<file path="src/rtl/sbrx_pkg.sv">
package sbrx_pkg;
   typedef enum logic {CAST_UNI = 1'b0, CAST_ALL = 1'b1} cast_e;
   typedef enum logic {DIR_RX = 1'b0, DIR_TX = 1'b1} dir_e;

   // classification of one incoming byte
   typedef struct packed {
      logic accept;   // stored in the data register
      logic refuse;   // unicast overrun: NACK and retransmit
      logic abort;    // broadcast overrun: halt reception
      logic rel;      // broadcast: overrun released by a byte after a read
   } rx_evt_t;
endpackage

</file>
<file path="src/rtl/sbrx_data_reg.sv">
module sbrx_data_reg #(
   parameter int DATA_W = 8
) (
   input  logic              clk,
   input  logic              rst_n,
   input  logic              store_i,
   input  logic [DATA_W-1:0] data_i,
   input  logic              rd_i,
   output logic [DATA_W-1:0] q_o,
   output logic              full_o
);
   logic [DATA_W-1:0] q_q;
   logic              full_q;

   always_ff @(posedge clk) begin
      if (!rst_n) begin
         q_q    <= '0;
         full_q <= 1'b0;
      end else begin
         if (store_i) q_q <= data_i;
         // a read and a store in one cycle leave the register full
         if (store_i)   full_q <= 1'b1;
         else if (rd_i) full_q <= 1'b0;
      end
   end

   assign q_o    = q_q;
   assign full_o = full_q;

   // a store is only issued into an empty register or one read this cycle
   p_store_when_free_r9: assert property (@(posedge clk) disable iff (!rst_n)
      store_i |-> (!full_q || rd_i));
   // a stored byte leaves the register full
   p_full_after_store_r1: assert property (@(posedge clk) disable iff (!rst_n)
      store_i |=> full_q);
endmodule

</file>
<file path="src/rtl/sbrx_ovr_ctl.sv">
module sbrx_ovr_ctl
   import sbrx_pkg::*;
(
   input  logic    clk,
   input  logic    rst_n,
   input  logic    frame_start_i,
   input  logic    rx_en_i,
   input  cast_e   cast_i,
   input  logic    byte_valid_i,
   input  logic    full_i,
   input  logic    rd_i,
   input  logic    ack_slot_i,
   output rx_evt_t evt_o,
   output logic    ovr_o,
   output logic    halt_o,
   output logic    nack_o
);
   logic    ovr_q, halt_q, nack_q;
   logic    full_eff, live, is_uni;
   rx_evt_t evt;

   // read-before-write ordering within one cycle
   assign full_eff = full_i & ~rd_i;
   assign live     = byte_valid_i & rx_en_i;
   assign is_uni   = (cast_i == CAST_UNI);

   always_comb begin
      evt        = '0;
      evt.accept = live & ~full_eff & ~halt_q;
      evt.refuse = live &  full_eff &  is_uni;
      evt.abort  = live &  full_eff & ~is_uni & ~halt_q;
      evt.rel    = live & ~full_eff & ~is_uni & ovr_q;
   end

   always_ff @(posedge clk) begin
      if (!rst_n) begin
         ovr_q  <= 1'b0;
         halt_q <= 1'b0;
         nack_q <= 1'b0;
      end else begin
         if (evt.refuse || evt.abort)   ovr_q <= 1'b1;
         else if (is_uni && rd_i)       ovr_q <= 1'b0;
         else if (evt.rel)              ovr_q <= 1'b0;

         if (frame_start_i)  halt_q <= 1'b0;
         else if (evt.abort) halt_q <= 1'b1;

         if (frame_start_i)   nack_q <= 1'b0;
         else if (live)       nack_q <= evt.refuse;
         else if (ack_slot_i) nack_q <= 1'b0;
      end
   end

   assign evt_o  = evt;
   assign ovr_o  = ovr_q;
   assign halt_o = halt_q;
   assign nack_o = nack_q;

   // overrun only appears after a byte arrived
   p_ovr_rise_r2: assert property (@(posedge clk) disable iff (!rst_n)
      $rose(ovr_q) |-> $past(byte_valid_i));
   // a pending NACK belongs to a unicast frame
   p_nack_unicast_r4: assert property (@(posedge clk) disable iff (!rst_n)
      nack_q |-> (cast_i == CAST_UNI));
   // nothing is stored while reception is halted
   p_halt_nostore_r7: assert property (@(posedge clk) disable iff (!rst_n)
      halt_q |-> !evt.accept);
endmodule

</file>
<file path="src/rtl/sbrx_xfer_cnt.sv">
module sbrx_xfer_cnt #(
   parameter int SLOT_MAX = 32,
   parameter int CNT_W    = 6
) (
   input  logic             clk,
   input  logic             rst_n,
   input  logic             frame_start_i,
   input  logic [CNT_W-1:0] msg_len_i,
   input  logic             accept_i,
   input  logic             refuse_i,
   output logic [CNT_W-1:0] slot_o,
   output logic [CNT_W-1:0] msg_o,
   output logic             active_o,
   output logic             done_o
);
   localparam logic [CNT_W-1:0] SLOT_INIT = CNT_W'(SLOT_MAX);
   localparam logic [CNT_W-1:0] ONE       = CNT_W'(1);

   logic [CNT_W-1:0] slot_q, msg_q;
   logic             act_q, step;

   assign step   = accept_i | refuse_i;
   assign done_o = step & ((slot_q == ONE) | (accept_i & (msg_q == ONE)));

   always_ff @(posedge clk) begin
      if (!rst_n) begin
         slot_q <= '0;
         msg_q  <= '0;
         act_q  <= 1'b0;
      end else if (frame_start_i) begin
         slot_q <= SLOT_INIT;
         msg_q  <= msg_len_i;
         act_q  <= 1'b1;
      end else begin
         if (step)     slot_q <= slot_q - ONE;
         if (accept_i) msg_q  <= msg_q - ONE;
         if (done_o)   act_q  <= 1'b0;
      end
   end

   assign slot_o   = slot_q;
   assign msg_o    = msg_q;
   assign active_o = act_q;

   // a refused byte leaves the message counter alone
   p_msg_hold_r5: assert property (@(posedge clk) disable iff (!rst_n)
      (refuse_i && !frame_start_i) |=> (msg_q == $past(msg_q)));
   // every counted byte uses one slot
   p_slot_step_r5: assert property (@(posedge clk) disable iff (!rst_n)
      (step && !frame_start_i) |=> (slot_q == $past(slot_q) - ONE));
   // the frame closes after its end event
   p_done_close_r6: assert property (@(posedge clk) disable iff (!rst_n)
      (done_o && !frame_start_i) |=> !act_q);
endmodule

</file>
<file path="src/rtl/sbrx_top.sv">
module sbrx_top
   import sbrx_pkg::*;
#(
   parameter int DATA_W     = 8,
   parameter int SLOT_MAX   = 32,
   parameter bit NACK_LEVEL = 1'b0,
   parameter int CNT_W      = $clog2(SLOT_MAX + 1)
) (
   input  logic              clk,
   input  logic              rst_n,
   input  logic              frame_start,
   input  logic              frame_bcast,
   input  logic              frame_tx,
   input  logic [CNT_W-1:0]  msg_len,
   input  logic              byte_valid,
   input  logic [DATA_W-1:0] byte_data,
   input  logic              ack_slot,
   output logic              ack_n,
   input  logic              tx_need,
   input  logic              host_rd,
   output logic [DATA_W-1:0] rd_data,
   output logic              irq_data_req,
   output logic              irq_frame_end,
   output logic              irq_comm_err,
   output logic              ovr_flag,
   output logic              udr_flag,
   output logic              rx_status,
   output logic [CNT_W-1:0]  slot_left,
   output logic [CNT_W-1:0]  msg_left
);
   localparam int CNT_MIN = $clog2(SLOT_MAX + 1);

   if (DATA_W < 1) begin : g_bad_width
      $error("sbrx_top: DATA_W must be at least 1");
   end
   if (SLOT_MAX < 2) begin : g_bad_slots
      $error("sbrx_top: SLOT_MAX must be at least 2");
   end
   if (CNT_W < CNT_MIN) begin : g_bad_cnt
      $error("sbrx_top: CNT_W too narrow for SLOT_MAX");
   end

   cast_e   cast_q;
   dir_e    dir_q;
   rx_evt_t evt;
   logic    full, ovr, halt, nack, active, done, rx_en;
   logic    tx_first_q, tx_live, tx_ok, tx_udr;
   logic    dreq_q, fend_q, cerr_q, udr_q, rxs_q;

   always_ff @(posedge clk) begin
      if (!rst_n) begin
         cast_q <= CAST_UNI;
         dir_q  <= DIR_RX;
      end else if (frame_start) begin
         cast_q <= frame_bcast ? CAST_ALL : CAST_UNI;
         dir_q  <= frame_tx ? DIR_TX : DIR_RX;
      end
   end

   assign rx_en = active & (dir_q == DIR_RX);

   sbrx_ovr_ctl u_ovr (
      .clk           (clk),
      .rst_n         (rst_n),
      .frame_start_i (frame_start),
      .rx_en_i       (rx_en),
      .cast_i        (cast_q),
      .byte_valid_i  (byte_valid),
      .full_i        (full),
      .rd_i          (host_rd),
      .ack_slot_i    (ack_slot),
      .evt_o         (evt),
      .ovr_o         (ovr),
      .halt_o        (halt),
      .nack_o        (nack)
   );

   sbrx_data_reg #(.DATA_W(DATA_W)) u_dreg (
      .clk     (clk),
      .rst_n   (rst_n),
      .store_i (evt.accept),
      .data_i  (byte_data),
      .rd_i    (host_rd),
      .q_o     (rd_data),
      .full_o  (full)
   );

   sbrx_xfer_cnt #(.SLOT_MAX(SLOT_MAX), .CNT_W(CNT_W)) u_cnt (
      .clk           (clk),
      .rst_n         (rst_n),
      .frame_start_i (frame_start),
      .msg_len_i     (msg_len),
      .accept_i      (evt.accept),
      .refuse_i      (evt.refuse),
      .slot_o        (slot_left),
      .msg_o         (msg_left),
      .active_o      (active),
      .done_o        (done)
   );

   // transmit side: data requests gated by a pending overrun
   assign tx_live = tx_need & active & (dir_q == DIR_TX);
   assign tx_ok   = tx_live & (tx_first_q | ~ovr);
   assign tx_udr  = tx_live & ~tx_first_q & ovr;

   always_ff @(posedge clk) begin
      if (!rst_n) begin
         tx_first_q <= 1'b0;
         dreq_q     <= 1'b0;
         fend_q     <= 1'b0;
         cerr_q     <= 1'b0;
         udr_q      <= 1'b0;
         rxs_q      <= 1'b0;
      end else begin
         dreq_q <= evt.accept | tx_ok;
         fend_q <= done;
         cerr_q <= evt.abort | tx_udr;

         if (frame_start)  tx_first_q <= frame_tx;
         else if (tx_live) tx_first_q <= 1'b0;

         if (frame_start) udr_q <= 1'b0;
         else if (tx_udr) udr_q <= 1'b1;

         if (frame_start)        rxs_q <= ~frame_tx;
         else if (done && !halt) rxs_q <= 1'b0;
      end
   end

   // NACK presentation variant
   if (NACK_LEVEL) begin : g_ack_level
      assign ack_n = nack;
   end else begin : g_ack_slot
      assign ack_n = nack & ack_slot;
   end

   assign irq_data_req  = dreq_q;
   assign irq_frame_end = fend_q;
   assign irq_comm_err  = cerr_q;
   assign ovr_flag      = ovr;
   assign udr_flag      = udr_q;
   assign rx_status     = rxs_q;

   // an underrun never comes with a data request
   p_udr_no_dreq_r10: assert property (@(posedge clk) disable iff (!rst_n)
      $rose(udr_q) |-> !dreq_q);
   // a halted broadcast keeps the receive status
   p_halt_keeps_status_r7: assert property (@(posedge clk) disable iff (!rst_n)
      halt |-> rxs_q);
   // a data request does not repeat for a single byte
   p_dreq_from_byte_r1: assert property (@(posedge clk) disable iff (!rst_n)
      (dreq_q && dir_q == DIR_RX && !$past(frame_start)) |-> $past(byte_valid));
endmodule

</file>
<file path="config.mk">
export PLATFORM = sky130hd
export DESIGN_NAME = sbrx_top
export DESIGN_NICKNAME = d
export VERILOG_FILES = /design/src/rtl/sbrx_pkg.sv /design/src/rtl/sbrx_data_reg.sv /design/src/rtl/sbrx_ovr_ctl.sv /design/src/rtl/sbrx_xfer_cnt.sv /design/src/rtl/sbrx_top.sv
export SDC_FILE = /design/constraint.sdc
export NUM_CORES = 1
export LEC_CHECK = 0
export BUFFER_PORTS_ARGS = -buffer_cell sky130_fd_sc_hd__buf_2
export CAP_MARGIN = 20
export CORE_MARGIN = 5
export CORE_UTILIZATION = 53
export DETAILED_ROUTE_END_ITERATION = 7
export PLACE_DENSITY = 0.83
export SLEW_MARGIN = 10
export SYNTH_ARGS = -nofsm -noshare
export SYNTH_HDL_FRONTEND = slang
export SYNTH_SLANG_ARGS = --single-unit
</file>
<file path="constraint.sdc">
create_clock -name clk -period 2.6 [get_ports clk]
set_clock_uncertainty 0.1 [all_clocks]
set_input_delay 0.13 -clock clk [delete_from_list [all_inputs] [get_ports clk]]
set_output_delay 0.13 -clock clk [all_outputs]
set_load 0.02 [all_outputs]
</file>
==> impl_metrics.tcl <==
set metrics [dict create \
    synth_nets 202 \
    worst_pin_slew_ns 0.423 \
    synth-edff-count 0 \
    syn_to_final_growth_pct 31.2 \
    clockRootBuffer "clkbuf_4" \
    synth_seq_cells 33 \
    hpwl_um 2560 \
    cts_setup_buffers 0 \
    die-height_um 64.2 \
    wl_per_cell_um 14.1 \
    vias_per_cell 5.31 \
    num_vias 1438 \
    dieArea_sq_um 4120 \
    grt_start_max_net_pins 28 \
    wirelength_um 3830 \
    diodes 0 \
    syn_area_sq_um 1560 \
    crit_fanout 11 \
    cts.sink_count 33 \
    holdWs_ns 0.0355 \
    setup_viol 0 \
    required_ns 2.78 \
    status "finished, final reports clean" \
    grt_overflow 0 \
    drtPass1Iterations 4 \
    row_count 19 \
    tns_ns 0 \
    final_util_pct 73.5 \
    die_w_um 64.2 \
    clkSlewWorstSetupHoldPaths_ns 0.10 \
    yosys.area.top_type_share_pct 42.4 \
    slew_headroom_pct 71.5 \
    clk_latency_ns 0.34 \
    ir_drop_uv 860 \
    drive_above_1_share_pct 25.4 \
    max-cap-violations 0 \
    drv_slew 0 \
    hold_path_class "input pin to flip-flop" \
    period_share_pct 72.5 \
    drt_iter0_markers 58 \
    synthTopCellsByArea "dfxtp_1, nand2_1, a21boi_0" \
    async_flop_share_pct 0 \
    drtAntennaViolNets 0 \
    hold_violations 0 \
    finalNetCount 266 \
    syn_inst 175 \
    ioPinCount 50 \
    synth.avg_cell_area_sq_um 8.90 \
    min_period_ns 1.88 \
    clock_path_buffers 2 \
    max_freq_ghz 0.531 \
    end_kind "flip-flop" \
    p_leak_nw 0.883 \
    drc 0 \
    grt_pass1_wl_um 6740 \
    initial_core_util_pct 56.0 \
    cp.arrival_ns 2.06 \
    ys_seq_area_share_pct 42.4 \
    antenna_found_initial 0 \
    cts_max_level 2 \
    crit_type "flip-flop to flip-flop" \
    rsz0062_at_grt "false" \
    cts_tree "done" \
    grt_usage_pct 20.5 \
    design.core.area_sq_um 2780 \
    synth_flop_cell "dfxtp_1" \
    ys_warn_count 0 \
    place_congestion 0.780 \
    portBuffers 49 \
    fill_cells 216 \
    synthDistinctLibCells 44 \
    synth_top_cell_by_area "dfxtp_1" \
    start_kind "flip-flop" \
    numCtsBuffers 5 \
    p_per_area_nw_per_um2 551 \
    grt_pass1_vias 1419 \
]
-- state kept, by name, indices dropped and copies added, names as in the netlist --
register	cells
u_ovr.nack_o	1
u_ovr.ovr_o	1
u_cnt.active_o	1
u_cnt.msg_o	6
irq_data_req	1
irq_frame_end	1
cast_q	1
u_dreg.full_o	1
rx_status	1
dir_q	1
u_cnt.slot_o	6
irq_comm_err	1
udr_flag	1
tx_first_q	1
u_dreg.q_o	8
u_ovr.halt_o	1
-- worst max-delay path, stage by stage, from the launching register on --
cell,delay [ns]
dfxtp_1,0.35
and3b_1,0.43
and3_1,0.47
mux2_1,0.36
o21ai_1,0.11
-- cells by family after synthesis --
logic type	after synthesis	share of synthesized area, %
DFF	33	42.4
adders and majority gates	4	3.21
AOI/OAI and AO/OA	45	20.2
muxes	4	2.65
xor gates and xnor gates	3	1.69
buffers and inverters	16	4.66
and+or+nand+nor	70	25.2
-- report_power, final --
| part | internal, mW | switching, mW |
|---|---|---|
| combinational | 0.0791 | 0.0935 |
| clock | 0.230 | 0.174 |
| sequential | 0.528 | 0.0218 |
| total | 0.837 | 0.290 |
-- per-stage QoR --
stage	setup slack [ns]	instance area (sq um)	cells	power, mW
finish	0.716	2040	271	1.13
global route	0.595	2040	271	1.18
CTS	0.720	2040	271	1.13
detailed placement	0.738	1800	247	0.713
global placement	0.789	1800	247	0.710
floorplan	1.02	1560	175	0.663
-- routing by layer --
metal / share of wire (%) / wire length (um) / vias to the layer above / GRT usage, %
met3: 5.8 / 221 / 8 / 6.48
met4: 1.7 / 65 / 0 / 6.11
met1: 46 / 1770 / 653 / 25.9
met2: 46 / 1780 / 37 / 33.3
met5: 0 / 0 / - / 0
li1: - / - / 740 / -
-- path summary, 6_finish.rpt --
path | start | to | slack (ns) | depth (start not counted)
min reg2reg | u_dreg.q_o[7] | u_dreg.q_o[7] | 0.37 | 2
max | dir_q | u_cnt.msg_o[1] | 0.72 | 4
min | frame_start | u_cnt.msg_o[1] | 0.04 | 3
max reg2reg | dir_q | u_cnt.msg_o[1] | 0.72 | 4
-- cell usage in the layout (no fill, tap or decap), drive strengths merged --
cell type	count
a32oi	1
a22oi	1
and3	2
o311a	1
a21oi	10
clkbuf	7
a31oi	2
and3b	2
buf	49
dlygate4sd3	16
nor2	7
mux2i	3
inv	8
nor3	1
o21ai	10
or3	2
dfxtp	33
o21a	2
nor4	2
bufinv	1
and2	3
a2111oi	1
ha	4
xnor2	2
nor3b	3
nand4	3
o41ai	1
o31a	2
nand3	6
nand2	27
mux2	1
or3b	1
nand2b	5
a311oi	1
nand3b	3
a21boi	13
xor2	1
nor2b	3
-- what timing repair did --
action                                  in CTS  in global routing
gates resized for setup                      0                  0
hold endpoints to repair                    16                  0
hold buffers                                16                  0
endpoints found under the setup margin       0                  0
-- synthesized netlist by cell type, types with 4 or more instances --
library cell and n:
a21boi_0 12, ha_1 4, o21ai_0 9, nand2_1 27
nand2b_1 4, a21oi_1 10, dfxtp_1 33, nor2_1 7
nand3_1 5, inv_1 8, clkbuf_1 5
-- final cells by class --
class / count / area, sq um / share of cell area, %
Tap cell: 31 / 38.8 / 1.90
Timing Repair Buffer: 65 / 405 / 19.8
Clock buffer: 7 / 55.1 / 2.69
Inverter: 8 / 30.0 / 1.47
Sequential cell: 33 / 661 / 32.3
Multi-Input combinational cell: 126 / 825 / 40.3
Clock inverter: 1 / 30.0 / 1.47
(Power assumes the default switching activity.)
